--- src/rtl/stack_ea_unit.sv ---
module stack_ea_unit #(
  parameter logic [7:0] STACK_PAGE = 8'h01,
  parameter logic [7:0] S_RESET    = 8'hFF
) (
  input  logic        clk,
  input  logic        rst_n,
  input  logic        req,
  input  logic [2:0]  mode,
  input  logic [7:0]  offset,
  input  logic [7:0]  x_in,
  input  logic [7:0]  y_in,
  output logic        mem_rd_en,
  output logic [15:0] mem_rd_addr,
  input  logic [7:0]  mem_rd_data,
  output logic        busy,
  output logic        addr_valid,
  output logic [15:0] ea,
  output logic        lea_valid,
  output logic [7:0]  lea_hi,
  output logic [7:0]  lea_lo,
  output logic [7:0]  s_q
);
  localparam logic [2:0] M_NONE = 3'd0, M_SDIR = 3'd1, M_XDIR = 3'd2, M_YDIR = 3'd3,
                         M_LEA  = 3'd4, M_SIY  = 3'd5, M_SIX  = 3'd6, M_ADJ  = 3'd7;

  typedef enum logic [1:0] {ST_IDLE, ST_HI, ST_FIN} st_t;
  st_t st;

  logic [7:0] slot_q, idx_q, lo_q;
  wire        accept   = req && (st == ST_IDLE);
  wire [7:0]  slot     = s_q + offset;
  wire        indirect = (mode == M_SIY) || (mode == M_SIX);

  always_ff @(posedge clk) begin
    if (!rst_n) begin
      st     <= ST_IDLE;
      s_q    <= S_RESET;
      slot_q <= '0;
      idx_q  <= '0;
      lo_q   <= '0;
    end else begin
      case (st)
        ST_IDLE: if (accept) begin
          if (indirect) begin
            st     <= ST_HI;
            slot_q <= slot;
            idx_q  <= (mode == M_SIY) ? y_in : x_in;
          end else if (mode == M_ADJ) begin
            s_q <= slot;
          end
        end
        ST_HI: begin
          lo_q <= mem_rd_data;
          st   <= ST_FIN;
        end
        default: st <= ST_IDLE;
      endcase
    end
  end

  assign busy   = (st != ST_IDLE);
  assign lea_hi = STACK_PAGE;
  assign lea_lo = slot;

  always_comb begin
    mem_rd_en   = 1'b0;
    mem_rd_addr = '0;
    addr_valid  = 1'b0;
    ea          = '0;
    lea_valid   = 1'b0;
    case (st)
      ST_IDLE: if (accept) begin
        case (mode)
          M_SDIR: begin addr_valid = 1'b1; ea = {STACK_PAGE, slot}; end
          M_XDIR: begin addr_valid = 1'b1; ea = {8'h00, x_in} + {8'h00, offset}; end
          M_YDIR: begin addr_valid = 1'b1; ea = {8'h00, y_in} + {8'h00, offset}; end
          M_LEA:  lea_valid = 1'b1;
          M_SIY, M_SIX: begin mem_rd_en = 1'b1; mem_rd_addr = {STACK_PAGE, slot}; end
          default: ;
        endcase
      end
      ST_HI: begin
        mem_rd_en   = 1'b1;
        mem_rd_addr = {STACK_PAGE, slot_q + 8'd1};
      end
      default: begin
        addr_valid = 1'b1;
        ea         = {mem_rd_data, lo_q} + {8'h00, idx_q};
      end
    endcase
  end

  p_adjust_step_r7: assert property (@(posedge clk) disable iff (!rst_n)
    (req && !busy && mode == M_ADJ) |=> (s_q - $past(s_q)) == $past(offset));
  p_valid_after_two_r5: assert property (@(posedge clk) disable iff (!rst_n)
    $rose(busy) |=> (busy && addr_valid));
  p_no_valid_first_busy_r5: assert property (@(posedge clk) disable iff (!rst_n)
    $rose(busy) |-> !addr_valid);
  p_s_held_busy_r6: assert property (@(posedge clk) disable iff (!rst_n)
    busy |-> $stable(s_q));
  p_page_one_reads_r10: assert property (@(posedge clk) disable iff (!rst_n)
    mem_rd_en |-> (mem_rd_addr[15:8] == STACK_PAGE));
  p_single_result_r8: assert property (@(posedge clk) disable iff (!rst_n)
    !(addr_valid && lea_valid));
endmodule

--- config.mk ---
export PLATFORM = sky130hd
export DESIGN_NAME = stack_ea_unit
export DESIGN_NICKNAME = d
export VERILOG_FILES = /design/src/rtl/stack_ea_unit.sv
export SDC_FILE = /design/constraint.sdc
export NUM_CORES = 1
export LEC_CHECK = 0
export BUFFER_PORTS_ARGS = -buffer_cell sky130_fd_sc_hd__buf_4
export CORE_UTILIZATION = 50
export DETAILED_ROUTE_END_ITERATION = 16
export PLACE_DENSITY = 0.81
export SLEW_MARGIN = 20
export SYNTH_ARGS = -nofsm -noshare
export SYNTH_HDL_FRONTEND = slang
export SYNTH_SLANG_ARGS = --single-unit
--- constraint.sdc ---
create_clock -name clk -period 5.7 [get_ports clk]
set_input_delay 0.285 -clock clk [delete_from_list [all_inputs] [get_ports clk]]
set_output_delay 0.285 -clock clk [all_outputs]
set_load 0.05 [all_outputs]
==> run summary, run 1 <==
outcome -> finished, final reports clean
first-pass GRT wire length -> 12.9 mm
fin crit share -> 64.8%
Lkg Pwr -> 1.70 nW
Vias -> 3,114
CTS-repair resized insts -> 0
clock input transition at the sequential cells of the worst setup and hold paths -> 0.08 ns
Detailed Place HPWL -> 6.63 mm
worst min-delay path class -> input pin to flop
DRC Markers -> 0
max-slew violation count -> 0
Async S/R FF share, synth -> 0%
Main synth FF type -> dfxtp_1
H-tree levels -> 2
largest net degree at the start of global routing -> 27
max cap viols -> 0
Seq/Total Area, Yosys -> 22.5%
post-route ant nets -> 0
vias per inst -> 5.78
fmax -> 271 MHz
number of antenna violations at the first check in global routing -> 0
Setup Total Neg Slack -> 0 ns
layout cells sized above 1 -> 22.1%
power consumption -> 801 uW
Post-synth EDFFs -> 0
Placer Congestion -> 0.948
Setup CP Type -> input pin to primary output
worst skew pair latency -> 0.29 ns
grt total ovfl -> 0
Chip Height -> 79.7 um
die width -> 79.7 um
placed instance count -> 532
clock root buffer -> clkbuf_8
most common library cell in the layout ignoring fill and taps -> buf_4
fin crit period -> 3.69 ns
CP max FO -> 17
row count -> 27
syn avg cell area -> 7.59 um2
Arr. time, crit path -> 3.41 ns
First-pass DRT Iterations -> 5
number of DRC markers in iteration 0 -> 151
number of setup buffers added after CTS -> 0
Peak VDD IR -> 139 uV
CTS tree -> yes
number of distinct library cells after synthesis -> 57
vias in the first global route -> 2,803
Finish-stage setup viols -> 0
Worst Path Required -> 5.41 ns
worst-case clock buffer depth -> 2
Layout Nets -> 532
Initial Util -> 53.2%
relative slew slack -> 44.0%
antenna cells -> 0
Final Hold Vio Count -> 0
CTS Hold Bufs -> 0
drt wl/cell -> 15.6 um
pwr/cell area -> 217 nW/um2
IO Port Bufs -> 82
WL final -> 8.41 mm
unrepaired setup endpoints after global routing -> no
Total Die Area -> 6360 um2
synthesized area -> 3020 um2
CP Capture Type -> primary output
Post-Route Skew -> 0.00480 ns
Finished Layout Cells -> 539
core area -> 5680 um2
area grow syn2layout -> 22.1%
Post-Synthesis Cells -> 398
IO Pins -> 98
fill count -> 500
CTS Buf Count -> 5
warning count from the yosys run -> 0
GR Util All Layers -> 26.4%
Critical Path Start Type -> input pin
slew at the pin closest to its max-slew limit -> 0.840 ns
most frequent cells in the layout -> buf_4, nand2_1, dfxtp_1
synthesized flop and latch total -> 34
CTS Sinks -> 34
==> cell usage after synthesis, types with 2 or more instances <==
library cell	number	share of area [%]
dfxtp_1	34	23
nand3_1	20	3.3
inv_1	14	1.7
o21bai_1	2	0.50
or3_1	4	0.83
o21ai_0	21	3.5
nor3_1	4	0.66
ha_1	24	9.9
o22ai_1	3	0.62
buf_1	2	0.25
and3_1	8	1.7
conb_1	2	0.25
fa_1	3	2.0
o211ai_1	2	0.50
a22oi_1	4	0.99
buf_4	17	4.2
a311oi_1	8	2.3
nand2_1	65	8.1
or2b_1	2	0.50
mux2_2	9	3.4
nor2b_1	6	1.2
o21a_1	3	0.75
nand2b_1	8	1.7
mux2i_1	8	2.7
a211oi_1	5	1.2
a21oi_1	30	5.0
o221ai_1	2	0.58
nor2_1	21	2.6
xnor2_1	11	3.2
a21o_1	7	1.7
clkbuf_1	9	1.1
buf_2	4	0.66
xor2_1	12	3.5
==> flip-flops by register name, summed over array words and instances (netlist names) <==
register / cells
idx_q: 8
lo_q: 8
s_q: 8
slot_q: 8
st: 2
==> final timing paths <==
path / from / endpoint / slack [ns] / cells past startpoint
min reg2reg: lo_q[6]$_SDFFE_PN0P_ / lo_q[6]$_SDFFE_PN0P_ / 0.46 / 2
max reg2reg: st[1]$_SDFFE_PN0P_ / idx_q[7]$_SDFFE_PN0P_ / 3.35 / 5
max: mode[2] / ea[8] / 2.01 / 13
min: rst_n / s_q[3]$_SDFFE_PN1P_ / 0.22 / 2
==> layer usage <==
layer | wire length [um] | GRT usage, %
met1 | 3590 | 32.6
met2 | 3990 | 44.6
met3 | 594 | 4.91
met4 | 241 | 11.1
met5 | 0 | 0
==> per-stage QoR <==
stage	setup WS (ns)	hold WS (ns)	utilization, %	cell area (um2)
2_1_floorplan	1.43	0.421	-	3070
4_1_cts	2.06	0.219	65.0	3690
3_5_place_dp	2.08	0.455	63.0	3570
5_1_grt	1.81	0.224	65.0	3690
6_report	2.01	0.223	65.0	3690
3_3_place_gp	2.17	0.454	63.0	3570
==> critical path, cell delays in order <==
cell and delay, ns:
buf_4 0.17, nor2b_1 0.21, nand2_1 0.24, mux2_2 0.34, ha_1 0.22, fa_1 0.43, a211oi_1 0.28, o21bai_1 0.11
a21o_1 0.21, a2111oi_0 0.43, or4_1 0.18, o21ai_1 0.08, buf_4 0.21
==> area by class of cell <==
type | count | area [um2] | share of cell area, %
tap | 72 | 90.1 | 2.44
clock buffer | 6 | 82.6 | 2.24
timing repair buffer | 82 | 616 | 16.7
sequential | 34 | 681 | 18.5
clock inverter | 1 | 30.0 | 0.814
inverter | 15 | 56.3 | 1.53
multi-input combinational | 329 | 2130 | 57.8
==> power by group <==
group	total, mW	switching, mW	internal (mW)
clock network	0.235	0.0949	0.140
registers	0.257	0.00900	0.248
logic	0.309	0.206	0.103
==> cells by family after synthesis <==
kind of cell	Yosys count	share of synthesized area, %
AND/OR/NAND/NOR	149	23.5
XOR/XNOR	23	6.67
other	2	0.249
AO/OA/AOI/OAI	98	20.6
adder cells (fa/ha/maj)	27	11.9
buffers and inverters	48	8.49
multiplexers	17	6.01
flip-flops	34	22.5
Note: power is estimated with default switching activity, not from simulation.
==> run 2, diff against run 1 <==
- CORE_UTILIZATION: 50 -> 47
- PLACE_DENSITY: 0.81 -> 0.8
- clock period: 5.7 -> 2.96 ns (I/O delays scaled with it)
==> run summary, run 2 (synthesis results as in run 1) <==
outcome -> finished, final reports clean
worst min-delay path class -> input pin to flop
clock input transition at the sequential cells of the worst setup and hold paths -> 0.08 ns
Reg2Reg Depth -> 7
met2 Usage GRT -> 48.6%
worst skew pair latency -> 0.30 ns
WL final -> 9.06 mm
Peak VDD IR -> 271 uV
layout cells sized above 1 -> 28.3%
drt wl/cell -> 16.3 um
CTS Hold Bufs -> 0
Final Hold Vio Count -> 0
clock root buffer -> clkbuf_8
crit path capture -> ea[7]
Reg-to-Reg Start -> s_q[3]$_SDFFE_PN1P_
min setup slack post-route -> 0.114 ns
row count -> 28
pre-CTS setup slack -> 0.0594 ns
Total Die Area -> 6750 um2
CTS Sinks -> 34
Finish-stage setup viols -> 0
most frequent cells in the layout -> buf_4, nand2_1, dfxtp_1
most crowded layer after global routing -> met2
fin crit share -> 96.2%
CP max FO -> 5
Setup crit start -> mode[1]
post-route ant nets -> 0
relative slew slack -> 49.4%
reg2reg setup slack -> 0.81 ns
FF-to-FF End -> slot_q[7]$_SDFFE_PN0P_
number of antenna violations at the first check in global routing -> 0
fmax -> 351 MHz
Critical Path Start Type -> input pin
CTS Buf Count -> 5
Lkg Pwr -> 1.81 nW
Post-Route Skew -> 0.0106 ns
Worst Path Required -> 2.81 ns
CTS-repair resized insts -> 0
met3 Use GR -> 4.18%
first-pass GRT wire length -> 13.8 mm
Setup Total Neg Slack -> 0 ns
Initial Util -> 49.8%
Vias -> 3,169
worst-case clock buffer depth -> 2
fin crit period -> 2.85 ns
number of setup buffers added after CTS -> 0
Chip Height -> 82.2 um
Layout Nets -> 544
max-slew violation count -> 0
die width -> 82.2 um
First-pass DRT Iterations -> 4
slew at the pin closest to its max-slew limit -> 0.758 ns
number of DRC markers in iteration 0 -> 120
H-tree levels -> 2
WHS Path Cells -> 2
Arr. time, crit path -> 2.70 ns
max cap viols -> 0
antenna cells -> 0
Placer Congestion -> 0.933
core area -> 6060 um2
largest net degree at the start of global routing -> 27
CP Capture Type -> primary output
most common library cell in the layout ignoring fill and taps -> buf_4
Setup CP Type -> input pin to primary output
area grow syn2layout -> 31.9%
grt total ovfl -> 0
CTS tree -> yes
Detailed Place HPWL -> 7.18 mm
IO Port Bufs -> 82
DRC Markers -> 0
met1 GRT Util -> 33.5%
pwr/cell area -> 421 nW/um2
fill count -> 534
IO Pins -> 98
GR Util All Layers -> 27.6%
vias in the first global route -> 2,887
vias per inst -> 5.71
run 2: cell count changes in the layout (fill, tap and decap cells not counted), sizes merged:
cell,before,now
clkinv,1,2
bufinv,1,2
clkbuf,6,5
buf,82,94
run 2: worst min-delay path by stage:
stage	to	slack [ns]	start
3_5_place_dp	s_q[2]$_SDFFE_PN1P_	0.39	rst_n
5_1_grt	s_q[3]$_SDFFE_PN1P_	0.07	rst_n
2_1_floorplan	lo_q[0]$_SDFFE_PN0P_	0.28	mem_rd_data[0]
3_3_place_gp	s_q[2]$_SDFFE_PN1P_	0.38	rst_n
4_1_cts	s_q[2]$_SDFFE_PN1P_	0.07	rst_n
6_report	s_q[3]$_SDFFE_PN1P_	0.08	rst_n
run 2: power breakdown:
part	total (mW)	internal (mW)	leakage (nW)	switching [mW]
sequential	0.493	0.477	0.276	0.0160
combinational	0.658	0.231	1.46	0.427
clock	0.526	0.338	0.0683	0.188
total	1.68	1.05	1.81	0.631
run 2: layout make-up:
type | count | area, um2 | share of cell area [%]
Timing Repair Buffer | 94 | 713 | 17.9
Clock buffer | 5 | 68.8 | 1.73
Inverter | 15 | 56.3 | 1.41
Sequential cell | 34 | 681 | 17.1
Tap cell | 75 | 93.8 | 2.35
Multi-Input combinational cell | 329 | 2300 | 57.8
Clock inverter | 3 | 68.8 | 1.73
run 2: critical path, cell delays in order:
cell and delay [ns]:
buf_4 0.11, nor2b_2 0.15, nand2_2 0.08, buf_4 0.11, mux2_2 0.33, ha_1 0.37, o21ai_1 0.19, o21bai_1 0.10
or3_1 0.32, a31oi_1 0.21, xor2_1 0.27, o221ai_4 0.14, buf_6 0.17
run 2: layer usage:
metal  share of wire (%)  vias to the layer above
li1                    -                     1543
met1                  42                     1465
met2                  48                      140
met3                 6.4                       21
met4                 3.3                        0
met5                   0                        -
run 2: through the flow:
step	std cells	power, mW	hold WS [ns]	cell area [um2]	util [%]
after CTS	555	1.67	0.0695	3930	64.9
after detailed placement	547	1.14	0.386	3800	62.6
after global placement	547	1.13	0.384	3800	62.6
final	555	1.68	0.0756	3990	65.8
after global routing	555	1.75	0.0733	3990	65.8
after floorplan	411	0.970	0.284	3200	-
